`src/rtl/dram_refresh_seq.sv`:
```
module dram_refresh_seq #(
  parameter int CLK_NS       = 8,
  parameter int ROWS         = 4096,
  parameter int ROW_ONLY     = 0,
  parameter int INIT_CYCLES  = 8,
  parameter int MAX_OWED     = 8,
  parameter int PWRUP_CYC    = (200000 + CLK_NS - 1) / CLK_NS,
  parameter int INTERVAL_CYC = ((ROWS >= 4096 ? 64000000 : 16000000) / ROWS) / CLK_NS,
  localparam int AW = $clog2(ROWS)
) (
  input  logic          clk,
  input  logic          rst_n,
  input  logic          ref_gnt,
  output logic          ref_req,
  output logic          ref_busy,
  output logic          init_done,
  output logic          ras_n,
  output logic          lcas_n,
  output logic          ucas_n,
  output logic          we_n,
  output logic          addr_oe,
  output logic [AW-1:0] row_addr
);

  localparam int T_LEAD = (5 + CLK_NS - 1) / CLK_NS;
  localparam int T_RAS  = (60 + CLK_NS - 1) / CLK_NS;
  localparam int T_RP   = (40 + CLK_NS - 1) / CLK_NS;
  localparam int MAXC   = (PWRUP_CYC > T_RAS) ? PWRUP_CYC : T_RAS;
  localparam int CW     = $clog2(MAXC + 1);
  localparam int TW     = $clog2(INTERVAL_CYC + 1);
  localparam int OW     = $clog2(MAX_OWED + 1);

  typedef enum logic [2:0] {S_PAUSE, S_IDLE, S_LEAD, S_RAS, S_PRE} st_t;

  st_t            st;
  logic [CW-1:0]  cnt;
  logic [TW-1:0]  tmr;
  logic [OW-1:0]  owed, owed_nx;
  logic [AW-1:0]  row;
  logic           done;

  wire pause_end = (st == S_PAUSE) && (cnt == CW'(PWRUP_CYC - 1));
  wire lead_end  = (st == S_LEAD)  && (cnt == CW'(T_LEAD - 1));
  wire ras_end   = (st == S_RAS)   && (cnt == CW'(T_RAS - 1));
  wire pre_end   = (st == S_PRE)   && (cnt == CW'(T_RP - 1));
  wire tick      = done && (tmr == TW'(INTERVAL_CYC - 1));

  always_comb begin
    owed_nx = owed;
    if (pause_end) owed_nx = OW'(INIT_CYCLES);
    else begin
      if (ras_end) owed_nx = owed_nx - OW'(1);
      if (tick && owed_nx != OW'(MAX_OWED)) owed_nx = owed_nx + OW'(1);
    end
  end

  always_ff @(posedge clk) begin
    if (!rst_n) begin
      st   <= S_PAUSE;
      cnt  <= '0;
      tmr  <= '0;
      owed <= '0;
      row  <= '0;
      done <= 1'b0;
    end else begin
      owed <= owed_nx;
      if (done) tmr <= tick ? '0 : tmr + TW'(1);
      case (st)
        S_PAUSE: begin
          cnt <= pause_end ? '0 : cnt + CW'(1);
          if (pause_end) st <= S_LEAD;
        end
        S_IDLE: if (owed != '0 && ref_gnt) begin
          st  <= S_LEAD;
          cnt <= '0;
        end
        S_LEAD: begin
          cnt <= lead_end ? '0 : cnt + CW'(1);
          if (lead_end) st <= S_RAS;
        end
        S_RAS: begin
          cnt <= ras_end ? '0 : cnt + CW'(1);
          if (ras_end) begin
            st <= S_PRE;
            if (ROW_ONLY != 0) row <= row + AW'(1);
          end
        end
        S_PRE: begin
          cnt <= pre_end ? '0 : cnt + CW'(1);
          if (pre_end) begin
            if (owed != '0) st <= S_LEAD;
            else begin
              st   <= S_IDLE;
              done <= 1'b1;
            end
          end
        end
        default: st <= S_IDLE;
      endcase
    end
  end

  wire cas_low = (ROW_ONLY == 0) && (st == S_LEAD || st == S_RAS);

  assign ras_n     = (st != S_RAS);
  assign lcas_n    = !cas_low;
  assign ucas_n    = !cas_low;
  assign we_n      = 1'b1;
  assign addr_oe   = (ROW_ONLY != 0) && (st == S_LEAD || st == S_RAS);
  assign row_addr  = (ROW_ONLY != 0) ? row : '0;
  assign ref_req   = done && (st == S_IDLE) && (owed != '0);
  assign ref_busy  = (st == S_LEAD) || (st == S_RAS) || (st == S_PRE);
  assign init_done = done;

endmodule

```
`config.mk`:
```
export PLATFORM = sky130hd
export DESIGN_NAME = dram_refresh_seq
export DESIGN_NICKNAME = d
export VERILOG_FILES = /design/src/rtl/dram_refresh_seq.sv
export SDC_FILE = /design/constraint.sdc
export NUM_CORES = 1
export LEC_CHECK = 0
export CORE_MARGIN = 2
export CORE_UTILIZATION = 45
export CTS_BUF_LIST = sky130_fd_sc_hd__clkbuf_8
export CTS_CLUSTER_SIZE = 24
export DETAILED_ROUTE_END_ITERATION = 10
export GPL_ROUTABILITY_DRIVEN = 1
export MAX_ROUTING_LAYER = met4
export PLACE_DENSITY = 0.66
export REMOVE_ABC_BUFFERS = 1
export SKIP_LAST_GASP = 1
export SYNTH_ARGS = -nofsm -noshare
export SYNTH_HDL_FRONTEND = slang
export SYNTH_SLANG_ARGS = --single-unit
export TNS_END_PERCENT = 100
```
`constraint.sdc`:
```
create_clock -name clk -period 6.7 [get_ports clk]
set_input_delay 1.34 -clock clk [delete_from_list [all_inputs] [get_ports clk]]
set_output_delay 1.34 -clock clk [all_outputs]
set_load 0.03 [all_outputs]
```
* Word-level counts from Yosys, hierarchy flattened
Index checks and enable logic that the tools add are counted.
** Storage, ports and cells
- Register bits :: 34
- Bits of input ports :: 3
- Output and inout port bits :: 20
- Logic and storage cells :: 65
** Cells by class
- $add $sub $neg :: 4
- Eq/ne operators :: 15
- Muxes and demuxes :: 18
- Bitwise logic cells :: 2
- Reductions and logical operators :: 20
** Operator list (number)
- $mux 15 :: 5
- $pmux 15 s5 :: 1
- $eq 15x3->1 const B :: 2
- $mux 4 :: 4
- $add 15x1->15 const B :: 1
- $eq 15x15->1 const B :: 1
- $logic_not 15->1 :: 1
- $mux 3 :: 5
- $pmux 3 s5 :: 1
- $add 11x1->11 const B :: 1
- $eq 11x11->1 const B :: 1
- $mux 11 :: 1
- $ne 2x2->1 const B :: 5
- $logic_and 1x1->1 :: 9
- $eq 3x2->1 const B :: 2
- $reduce_and 5->1 :: 1
- $reduce_bool 5->1 :: 1
- $add 4x1->4 const B :: 1
- $ne 4x4->1 const B :: 1
- $reduce_bool 4->1 :: 1
- $sub 4x1->4 const B :: 1
- $eq 3x1->1 const B :: 1
- $eq 3x3->1 const B :: 1
- $logic_not 3->1 :: 1
- other kinds (8) :: 10

* Depth between registers and ports, before layout
Gate-level depths: netlist of run 1.
- Word-level depth :: 8
- Depth in mapped cells :: 12
- Depth with buffers taken out :: 11

* Worst setup path before layout of run 1
OpenSTA, ideal clock, no wires.
- Path type :: register -> register
- Start point :: register cnt[9]
- End point :: register owed[0]
- Library setup time :: 0.072 ns
- Data arrival time :: 2.726 ns
- Required time :: 6.628 ns
- Slack :: 3.902 ns
- Cell stages (with the launch flop) :: 12
- Path buffers :: 1
- Clock period less this slack :: 2.798 ns
- Path through :: dfxtp_1 or4_4 or4_4 buf_6 nor2_2 o21a_1 inv_1 ha_1 nand2_1 a311oi_1 a311oi_2 mux2i_1
** Between the ends
- Cells in the longest elaborated chain, start to end :: 7
- Elaborated cells between the ends (all ways) :: 11
- Classes of those cells :: add/sub (1); eq/ne (3); mux (3); reduce/logical (4)
** Ends and longest elaborated chain
- from (decl) :: line 36 : logic [CW-1:0] cnt;
- from (signal assigned) :: line 70 : cnt <= pause_end ? '0 : cnt + CW'(1);
- from (signal assigned) :: line 78 : cnt <= lead_end ? '0 : cnt + CW'(1);
- from (signal assigned) :: line 82 : cnt <= ras_end ? '0 : cnt + CW'(1);
- parallel branches: the longest is 7 deep, another holds $add 4x1->4
- to (signal assigned) :: line 66 : owed <= owed_nx;
- to (decl) :: line 38 : logic [OW-1:0] owed, owed_nx;
Parallel ways; which one is timed is not known. The select of a mux whose other input is x is not followed.
A chain may end at the register's enable or synchronous reset.

* Worst setup path in the final report of run 1
- Start point :: register owed[0]
- End point :: output port ref_req
** Between the ends
- Cells in the longest elaborated chain, start to end :: 2
** Ends and longest elaborated chain
- $reduce_bool 4->1 :: line 111 : assign ref_req = done && (st == S_IDLE) && (owed != '0);
- $logic_and 1x1->1 :: line 111
- to (decl) :: line 14 : output logic ref_req,
Every way passes these cells.

==> results of run 1 <==
[metrics by stage]
step	setup slack, ps	utilization [%]	cells	hold slack, ps	power (mW)
finish	2790	49.9	330	523	0.407
detailed placement	3130	47.5	322	505	0.234
global placement	3090	47.5	322	499	0.234
global route	2650	49.9	330	559	0.423
CTS	2810	49.9	330	525	0.413
floorplan	3340	-	259	472	0.229
[report_power, final]
group	leakage, nW	internal [mW]	switching, mW	total, mW
combinational	0.597	0.00510	0.0184	0.0235
sequential	0.274	0.204	0.00241	0.206
clock	0.0575	0.104	0.0733	0.177
total	0.929	0.312	0.0941	0.407
[placed cells by master, fill, tap and decap left out, drive strengths merged, types with 3 or more instances in the layout]
master         Yosys  final
nand2             17     17
nand4             11     11
nand3             21     21
o21ai              7      7
o21a               3      3
nor3              20     20
xor2              21     21
and3              10     10
clkbuf             5      8
inv               14     14
clkdlybuf4s50      0      8
ha                 7      7
and4               3      3
or4                4      4
a21oi              7      7
and2               3      3
nor2              23     23
nor4               3      3
nand2b             3      3
conb               2     14
dfxtp             34     34
[tightest hold or removal path, stage by stage, from the launching register on]
cell     delay, ps
dfxtp_1        350
xor2_1          70
nor2_1          70
[flip-flops by register name, summed over array words and instances, names as in the netlist]
register	flops
init_done	1
owed	4
cnt	15
st	3
tmr	11
[layer usage]
metal | share of wire, % | track usage, %
met1 | 48 | 23.7
met2 | 46 | 27.9
met3 | 5.0 | 4.94
met4 | 1.4 | 7.07
met5 | 0 | -
[cell usage after synthesis, drive strengths merged, types with 2 or more instances]
library cell  count  area [um2]
dfxtp            34         681
nor2             23        88.8
nand3            21         105
xor2             21         184
nor3             20         105
buf              19         139
nand2            17        63.8
inv              14        52.6
nand4            11        68.8
and3             10        62.6
a21oi             7        35.0
ha                7        87.6
o21ai             7        35.0
clkbuf            5        18.8
or4               4        37.5
and2              3        18.8
and4              3        26.3
nand2b            3        18.8
nor4              3        40.0
o21a              3        22.5
a211oi            2        15.0
a21boi            2        15.0
a221oi            2        17.5
a311oi            2        23.8
conb              2        7.51
mux2i             2        20.0
o31ai             2        15.0
or2               2        12.5
or3               2        12.5
xnor2             2        17.5
[cell type report]
class                           instances  area share, %
Sequential cell                        34           29.1
Multi-Input combinational cell        211           57.3
Tap cell                               54           2.89
Inverter                               14           2.24
Clock buffer                            8           4.70
Timing Repair Buffer                    9           3.74
[worst max path at each step]
stage	from	endpoint	slack, ps	cells past startpoint
after detailed placement	owed[0]	ref_req	3130	6
after global routing	owed[0]	ref_req	2650	6
after global placement	owed[0]	ref_req	3090	6
final	owed[0]	ref_req	2790	6
after CTS	owed[0]	ref_req	2810	6
after floorplan	ref_gnt	cnt[10]	3340	5
[cell families (layout without fill, tap and decap cells)]
family | after synthesis | after routing | synth area share (%)
flops | 34 | 34 | 31.1
buf+inv | 38 | 31 | 9.61
simple gates | 129 | 129 | 33.2
mux | 2 | 2 | 0.915
other cells | 2 | 14 | 0.343
xor+xnor | 23 | 23 | 9.21
fa+ha+maj | 7 | 7 | 4.00
compound gates | 36 | 36 | 11.7
==> impl_metrics.csv, run 1 <==
group,metric,value,unit
layout,nNetsFinal,285,
worst_hold_path,hp-start,"tmr[9]",
clock_tree,postCtsSetupRepairBufs,0,
critical_path,critPathArrivalTime,2570,ps
sta,fin_crit_sh,58.3,%
floorplanning,core_area,4690,um2
detailed_routing,vias,1868,
critical_path,endpoint_kind,"primary output",
floorplanning,dieArea,5440,um2
sta,rsz0062_at_grt,"no",
clock_tree,cts_buffers,5,
critical_path,reg2reg_depth,9,
floorplanning,initial_core_util,46.6,%
clock_tree,clk_path_buf_depth,2,
critical_path,startpoint_type,"register",
pwr,power.density,174,nW/um2
layout,antennaDiodeCount,0,
placement,dpl.hpwl,3.26,mm
critical_path,criticalPathCategory,"reg -> out",
global_route,track_usage,18.5,%
clock_tree,clock_latency,290,ps
floorplanning,die_h,73.7,um
sta,fmax,256,MHz
sta,max_slew_margin,45.6,%
yosys,ys_seq_area_share,31.1,%
worst_hold_path,hold_class,"reg -> reg",
layout,fin_area,2340,um2
sta,fin_tns_setup,0,ps
yosys,ys_async_sr_fraction,0,%
detailed_routing,drc,0,
clock_tree,cts_sinks,34,
critical_path,r2r-start,"cnt[9]",
global_route,grt_overflow,0,
layout,ff_latch_area,681,um2
critical_path,critical_path.top_delay_family,"simple AND/OR/NAND/NOR gates",
placement,port_buffers,8,
detailed_routing,wl_per_cell,13.7,um
sta,report.final.slew_viol_count,0,
global_route,grt_pass1_wl,7.64,mm
floorplanning,ios,23,
run,max_cap_viol_count,0,
sta,hold_violations,0,
critical_path,crit_path_max_fanout,6,
yosys,ys_warn_count,0,
outcome,outcome,"finished, final reports clean",
pwr,p_leak,0.929,nW
layout,drive_gt1_share,6.52,%
clock_tree,clkTransAtPathRegs,70,ps
clock_tree,cts-root-buf,"clkbuf_8",
critical_path,r2r_end,"owed[0]",
worst_hold_path,min_path_cells,2,
yosys,ys_ff_latch,34,
sta,finClkSkew,8.85,ps
global_route,grt_antenna_before_repair,0,
clock_tree,cts_resized,0,
detailed_routing,wirelength,4.53,mm
clock_tree,cts_tree,"yes",
critical_path,path_buf_inv,2,
clock_tree,hold_buffers,0,
global_route,grt_max_degree,17,
detailed_routing,viasPerCell,5.66,
sta,period_needed,3910,ps
layout,nFillCells,445,
critical_path,cp_cell_sequence,"inv_1, ha_1, nor3b_1, nor2_1, and4_1, clkdlybuf4s50_1",
critical_path,r2r_slack,3690,ps
worst_hold_path,min_to,"tmr[9]",
critical_path,cpPeakStageDelay,650,ps
placement,dpl_cell_area,2230,um2
critical_path,cp_slowest_cell,"nor3b_1",
layout,syn_to_final_growth,6.98,%
global_route,grt_pass1_vias,1658,
pwr,max-vdd-ir-drop,0.000100,V
clock_tree,htree_levels,2,
critical_path,required,5360,ps
yosys,syn_area_per_cell,8.08,um2
layout,multi_input_area,1340,um2
yosys,syn_inst,271,
detailed_routing,first_pass_iters,4,
placement,place_congestion,0.836,
yosys,ys_types,56,
detailed_routing,ant_nets,0,
floorplanning,num_rows,25,
sta,tightest_slew,812,ps
sta,setup_viol,0,
detailed_routing,drt_iter0_drc,142,
floorplanning,die_x,73.7,um
yosys,syn_area,2190,um2
yosys,synth_edf_count,0,
yosys,synth_flop_cell,"dfxtp_1",
Power figures use the tool's default switching activity.
==> inputs of run 2 (changes only) <==
clock period = 4.1 ns   (was 6.7 ns; I/O delays follow)
==> run 2 against run 1 <==
Effect of this change:
- via count decreased by 0.96%
- clock skew decreased by 1.2 ps
- sequential power up 64%
- sequential cell count stayed put
- utilization down 0.40 points
- worst setup slack lost 2100 ps
==> impl_metrics.csv, run 2 (synthesis results as in run 1) <==
group,metric,value,unit
worst_hold_path,hp-start,"tmr[9]",
sta,hold_violations,0,
critical_path,crit_path_max_fanout,6,
clock_tree,clock_latency,290,ps
clock_tree,clkTransAtPathRegs,70,ps
floorplanning,ios,23,
layout,nNetsFinal,285,
sta,fin_crit_sh,82.0,%
clock_tree,clk_path_buf_depth,2,
detailed_routing,wl_per_cell,13.6,um
clock_tree,htree_levels,2,
critical_path,required,3280,ps
outcome,outcome,"finished, final reports clean",
sta,setup_viol,0,
layout,layout_common_cells,"dfxtp_1, nor2_1, nand3_1, xor2_1, nor3_1",
pwr,p_leak,0.924,nW
layout,reg_top3,"cnt: 15 flops, tmr: 11 flops, owed: 4 flops",
floorplanning,initial_core_util,46.6,%
clock_tree,cts_sinks,34,
pwr,power.density,272,nW/um2
sta,hold_ws,524,ps
layout,layout_commonest_cell,"dfxtp_1",
layout,drive_gt1_share,6.16,%
floorplanning,num_rows,25,
global_route,grt_antenna_before_repair,0,
layout,syn_to_final_growth,6.12,%
global_route,grt_pass1_vias,1718,
critical_path,startpoint_type,"register",
detailed_routing,ant_nets,0,
floorplanning,die_h,73.7,um
placement,detailedPlace.worstSlack,1040,ps
sta,fin_ws,739,ps
sta,fmax,298,MHz
detailed_routing,drt_iter0_drc,173,
critical_path,r2r_end,"owed[0]",
clock_tree,cts_buffers,5,
layout,post-route-util,49.5,%
layout,regMostFlops,"cnt",
layout,nFillCells,447,
placement,port_buffers,8,
placement,dpl.hpwl,3.24,mm
sta,rsz0062_at_grt,"no",
placement,place_congestion,0.905,
detailed_routing,viasPerCell,5.61,
sta,fin_tns_setup,0,ps
detailed_routing,wirelength,4.49,mm
pwr,max-vdd-ir-drop,0.000159,V
floorplanning,core_area,4690,um2
sta,finClkSkew,7.61,ps
critical_path,endpoint_kind,"primary output",
layout,antennaDiodeCount,0,
detailed_routing,first_pass_iters,4,
clock_tree,cts-root-buf,"clkbuf_8",
global_route,track_usage,19.1,%
sta,report.final.slew_viol_count,0,
worst_hold_path,min_path_cells,2,
detailed_routing,vias,1850,
critical_path,r2r-start,"cnt[9]",
clock_tree,hold_buffers,0,
layout,largest_reg_flops,15,
floorplanning,dieArea,5440,um2
detailed_routing,drc,0,
clock_tree,postCtsSetupRepairBufs,0,
clock_tree,cts_tree,"yes",
sta,max_slew_margin,46.6,%
clock_tree,cts_resized,0,
sta,period_needed,3360,ps
global_route,grt_overflow,0,
global_route,grt_max_degree,17,
floorplanning,die_x,73.7,um
critical_path,r2r_slack,1090,ps
worst_hold_path,min_to,"tmr[9]",
critical_path,criticalPathCategory,"reg -> out",
run,max_cap_viol_count,0,
pwr,p_total,632,uW
critical_path,critPathArrivalTime,2540,ps
global_route,grt_pass1_wl,7.94,mm
critical_path,reg2reg_depth,10,
worst_hold_path,hold_class,"reg -> reg",
sta,tightest_slew,793,ps
==> run 2: cell types whose count changed in the layout (fill, tap and decap cells not counted) <==
cell and delta:
inv_1 +1, clkinv_2 +1, clkbuf_8 -2
==> run 2: per-stage QoR <==
stage / cells / area [um2]
2_1_floorplan: 259 / 2080
3_3_place_gp: 322 / 2230
3_5_place_dp: 322 / 2230
4_1_cts: 330 / 2320
5_1_grt: 330 / 2320
6_report: 330 / 2320
==> run 2: worst max-delay path by stage <==
stage	from	end	depth (start not counted)
final	owed[0]	ref_req	6
after global placement	owed[0]	ref_req	6
after floorplan	owed[0]	cnt[10]	7
after CTS	owed[0]	ref_req	6
after global routing	owed[0]	ref_req	6
after detailed placement	owed[0]	ref_req	6
==> run 2: where the power goes <==
group / leakage, nW / switching, mW / internal [mW]
Sequential: 0.274 / 0.00399 / 0.333
Clock: 0.0524 / 0.124 / 0.133
Combinational: 0.597 / 0.0303 / 0.00830
==> run 2: layout make-up <==
| class | instances | area (um2) | area share [%] |
|---|---|---|---|
| clock buffer | 6 | 82.6 | 3.56 |
| inverter | 14 | 52.6 | 2.26 |
| clock inverter | 2 | 8.76 | 0.377 |
| tap | 54 | 67.6 | 2.91 |
| sequential | 34 | 681 | 29.3 |
| timing repair buffer | 9 | 87.6 | 3.77 |
| multi-input combinational | 211 | 1340 | 57.8 |
==> run 2: metal layers <==
| layer | part of all wire, % | routed length [um] | track usage, % | vias up |
|---|---|---|---|---|
| li1 | - | - | - | 950 |
| met1 | 51 | 2270 | 26.3 | 850 |
| met2 | 43 | 1940 | 27.4 | 40 |
| met3 | 4.3 | 194 | 3.70 | 10 |
| met4 | 1.6 | 73 | 7.88 | 0 |
| met5 | 0 | 0 | - | - |
==> run 2: worst max-delay path: stages (launching register included) <==
cell,delay [ps]
dfxtp_1,350
inv_1,90
ha_1,270
nor3b_1,590
nor2_1,140
and4_1,230
clkdlybuf4s50_1,580
==> inputs of run 3 (changes only) <==
PLACE_DENSITY = 0.68   (was 0.66)
clock period = 2.8 ns   (was 4.1 ns; I/O delays follow)
==> run 3 against run 2 <==
Effect of this change:
- clock power increased by 42%
- worst setup slack got worse by 620 ps
- clock skew decreased by 0.56 ps
- largest cell class unchanged
==> impl_metrics.csv, run 3 (synthesis results as in run 1) <==
group,metric,value,unit
floorplanning,initial_core_util,46.6,%
worst_hold_path,hold_class,"reg -> reg",
critical_path,critPathArrivalTime,2900,ps
critical_path,cpPeakStageDelay,570,ps
layout,layout_commonest_cell,"dfxtp_1",
critical_path,reg2reg_depth,10,
sta,report.final.slew_viol_count,0,
critical_path,r2r_slack,120,ps
detailed_routing,drc,0,
layout,nNetsFinal,300,
placement,place_congestion,0.804,
clock_tree,cts_tree,"yes",
layout,largest_reg_flops,15,
global_route,grt_pass1_vias,1768,
pwr,power.density,372,nW/um2
clock_tree,clock_latency,290,ps
critical_path,endpoint_kind,"register",
detailed_routing,first_pass_iters,4,
run,max_cap_viol_count,0,
detailed_routing,viasPerCell,5.57,
sta,period_needed,2680,ps
clock_tree,clkTransAtPathRegs,80,ps
detailed_routing,wirelength,4.59,mm
global_route,grt_max_degree,16,
floorplanning,dieArea,5440,um2
clock_tree,cts_sinks,34,
layout,antennaDiodeCount,0,
worst_hold_path,hp-start,"tmr[9]",
pwr,p_leak,1.00,nW
detailed_routing,vias,1922,
sta,finClkSkew,7.05,ps
layout,post-route-util,52.5,%
sta,rsz0062_at_grt,"yes",
global_route,grt_pass1_wl,7.91,mm
layout,reg_top3,"cnt: 15 flops, tmr: 11 flops, owed: 4 flops",
layout,ff_latch_area,684,um2
critical_path,criticalPathCategory,"reg -> reg",
critical_path,required,3020,ps
critical_path,r2r_end,"owed[1]",
layout,layout_common_cells,"dfxtp_1, nor2_1, nand3_1, xor2_1, nor3_1",
critical_path,crit_path_max_fanout,4,
critical_path,r2r-start,"cnt[13]",
detailed_routing,ant_nets,0,
detailed_routing,wl_per_cell,13.3,um
critical_path,path_buf_inv,1,
global_route,grt_antenna_before_repair,0,
placement,port_buffers,8,
outcome,outcome,"finished, final reports clean",
critical_path,cp_cell_sequence,"or4_4, or4_4, nor2_4, o21a_1, inv_1, ha_2, nand2_2, a311oi_2, a311oi_2, mux2i_1",
sta,fin_crit_sh,95.8,%
layout,syn_to_final_growth,12.6,%
layout,nFillCells,466,
global_route,track_usage,18.9,%
critical_path,cp_slowest_cell,"or4_4",
floorplanning,num_rows,25,
sta,setup_viol,0,
worst_hold_path,min_to,"tmr[9]",
critical_path,startpoint_type,"register",
worst_hold_path,min_path_cells,2,
clock_tree,htree_levels,2,
layout,drive_gt1_share,13.1,%
sta,fin_tns_setup,0,ps
sta,hold_ws,516,ps
clock_tree,cts_buffers,5,
floorplanning,die_x,73.7,um
clock_tree,cts-root-buf,"clkbuf_8",
layout,multi_input_area,1370,um2
placement,dpl.hpwl,3.27,mm
critical_path,crit_cells,10,
floorplanning,ios,23,
layout,regMostFlops,"cnt",
pwr,max-vdd-ir-drop,0.000286,V
global_route,grt_overflow,0,
clock_tree,clk_path_buf_depth,2,
sta,fmax,373,MHz
floorplanning,die_h,73.7,um
critical_path,critical_path.top_delay_family,"simple AND/OR/NAND/NOR gates",
sta,hold_violations,0,
detailed_routing,drt_iter0_drc,132,
floorplanning,core_area,4690,um2
run 3: worst max path at each step:
stage | end | start | slack [ps]
2_1_floorplan | cnt[10] | owed[0] | -50
3_3_place_gp | owed[0] | cnt[10] | 100
3_5_place_dp | owed[1] | cnt[10] | -1
4_1_cts | owed[1] | cnt[10] | 10
5_1_grt | owed[1] | cnt[13] | -50
6_report | owed[1] | cnt[13] | 120
run 3: routing by layer:
layer  GRT usage, %  share of wire, %  vias up
met4           7.88               1.5        0
met1           24.0                47      901
met3           3.98               3.9        4
li1               -                 -      981
met5              -                 0        -
met2           29.0                48       36
run 3: power breakdown:
| part | internal, mW | leakage, nW | switching, mW |
|---|---|---|---|
| registers | 0.486 | 0.275 | 0.00515 |
| clock network | 0.172 | 0.0493 | 0.192 |
| logic | 0.0158 | 0.678 | 0.0463 |
| total | 0.674 | 1.00 | 0.244 |
run 3: final cells by class:
class,instances,area share [%]
multi-input cells,211,55.8
flip-flops and latches,34,27.8
repair buffers,24,8.08
clock buffers,5,2.79
well taps,54,2.74
inverters,14,2.13
clock inverters,3,0.711
run 3: through the flow:
stage	worst slack, ps	cells	cell area (um2)	power [mW]
global route	-50.1	345	2460	0.955
CTS	13.9	343	2420	0.929
finish	119	345	2460	0.918
floorplan	-45.3	259	2080	0.548
detailed placement	-0.995	335	2330	0.564
global placement	99.1	335	2330	0.564
run 3: tightest hold or removal path, delay by kind of cell (launching register included):
| kind | cells | cell delay [ps] |
|---|---|---|
| xor gates and xnor gates | 1 | 70 |
| DFF | 1 | 350 |
| and+or+nand+nor | 1 | 70 |
run 3: timing repair:
action                                  in CTS  in global routing
hold buffers                                 0                  0
resized for setup                            2                  8
endpoints found under the setup margin       3                  2
setup buffers                                0                  2
pin swaps                                    0                  7
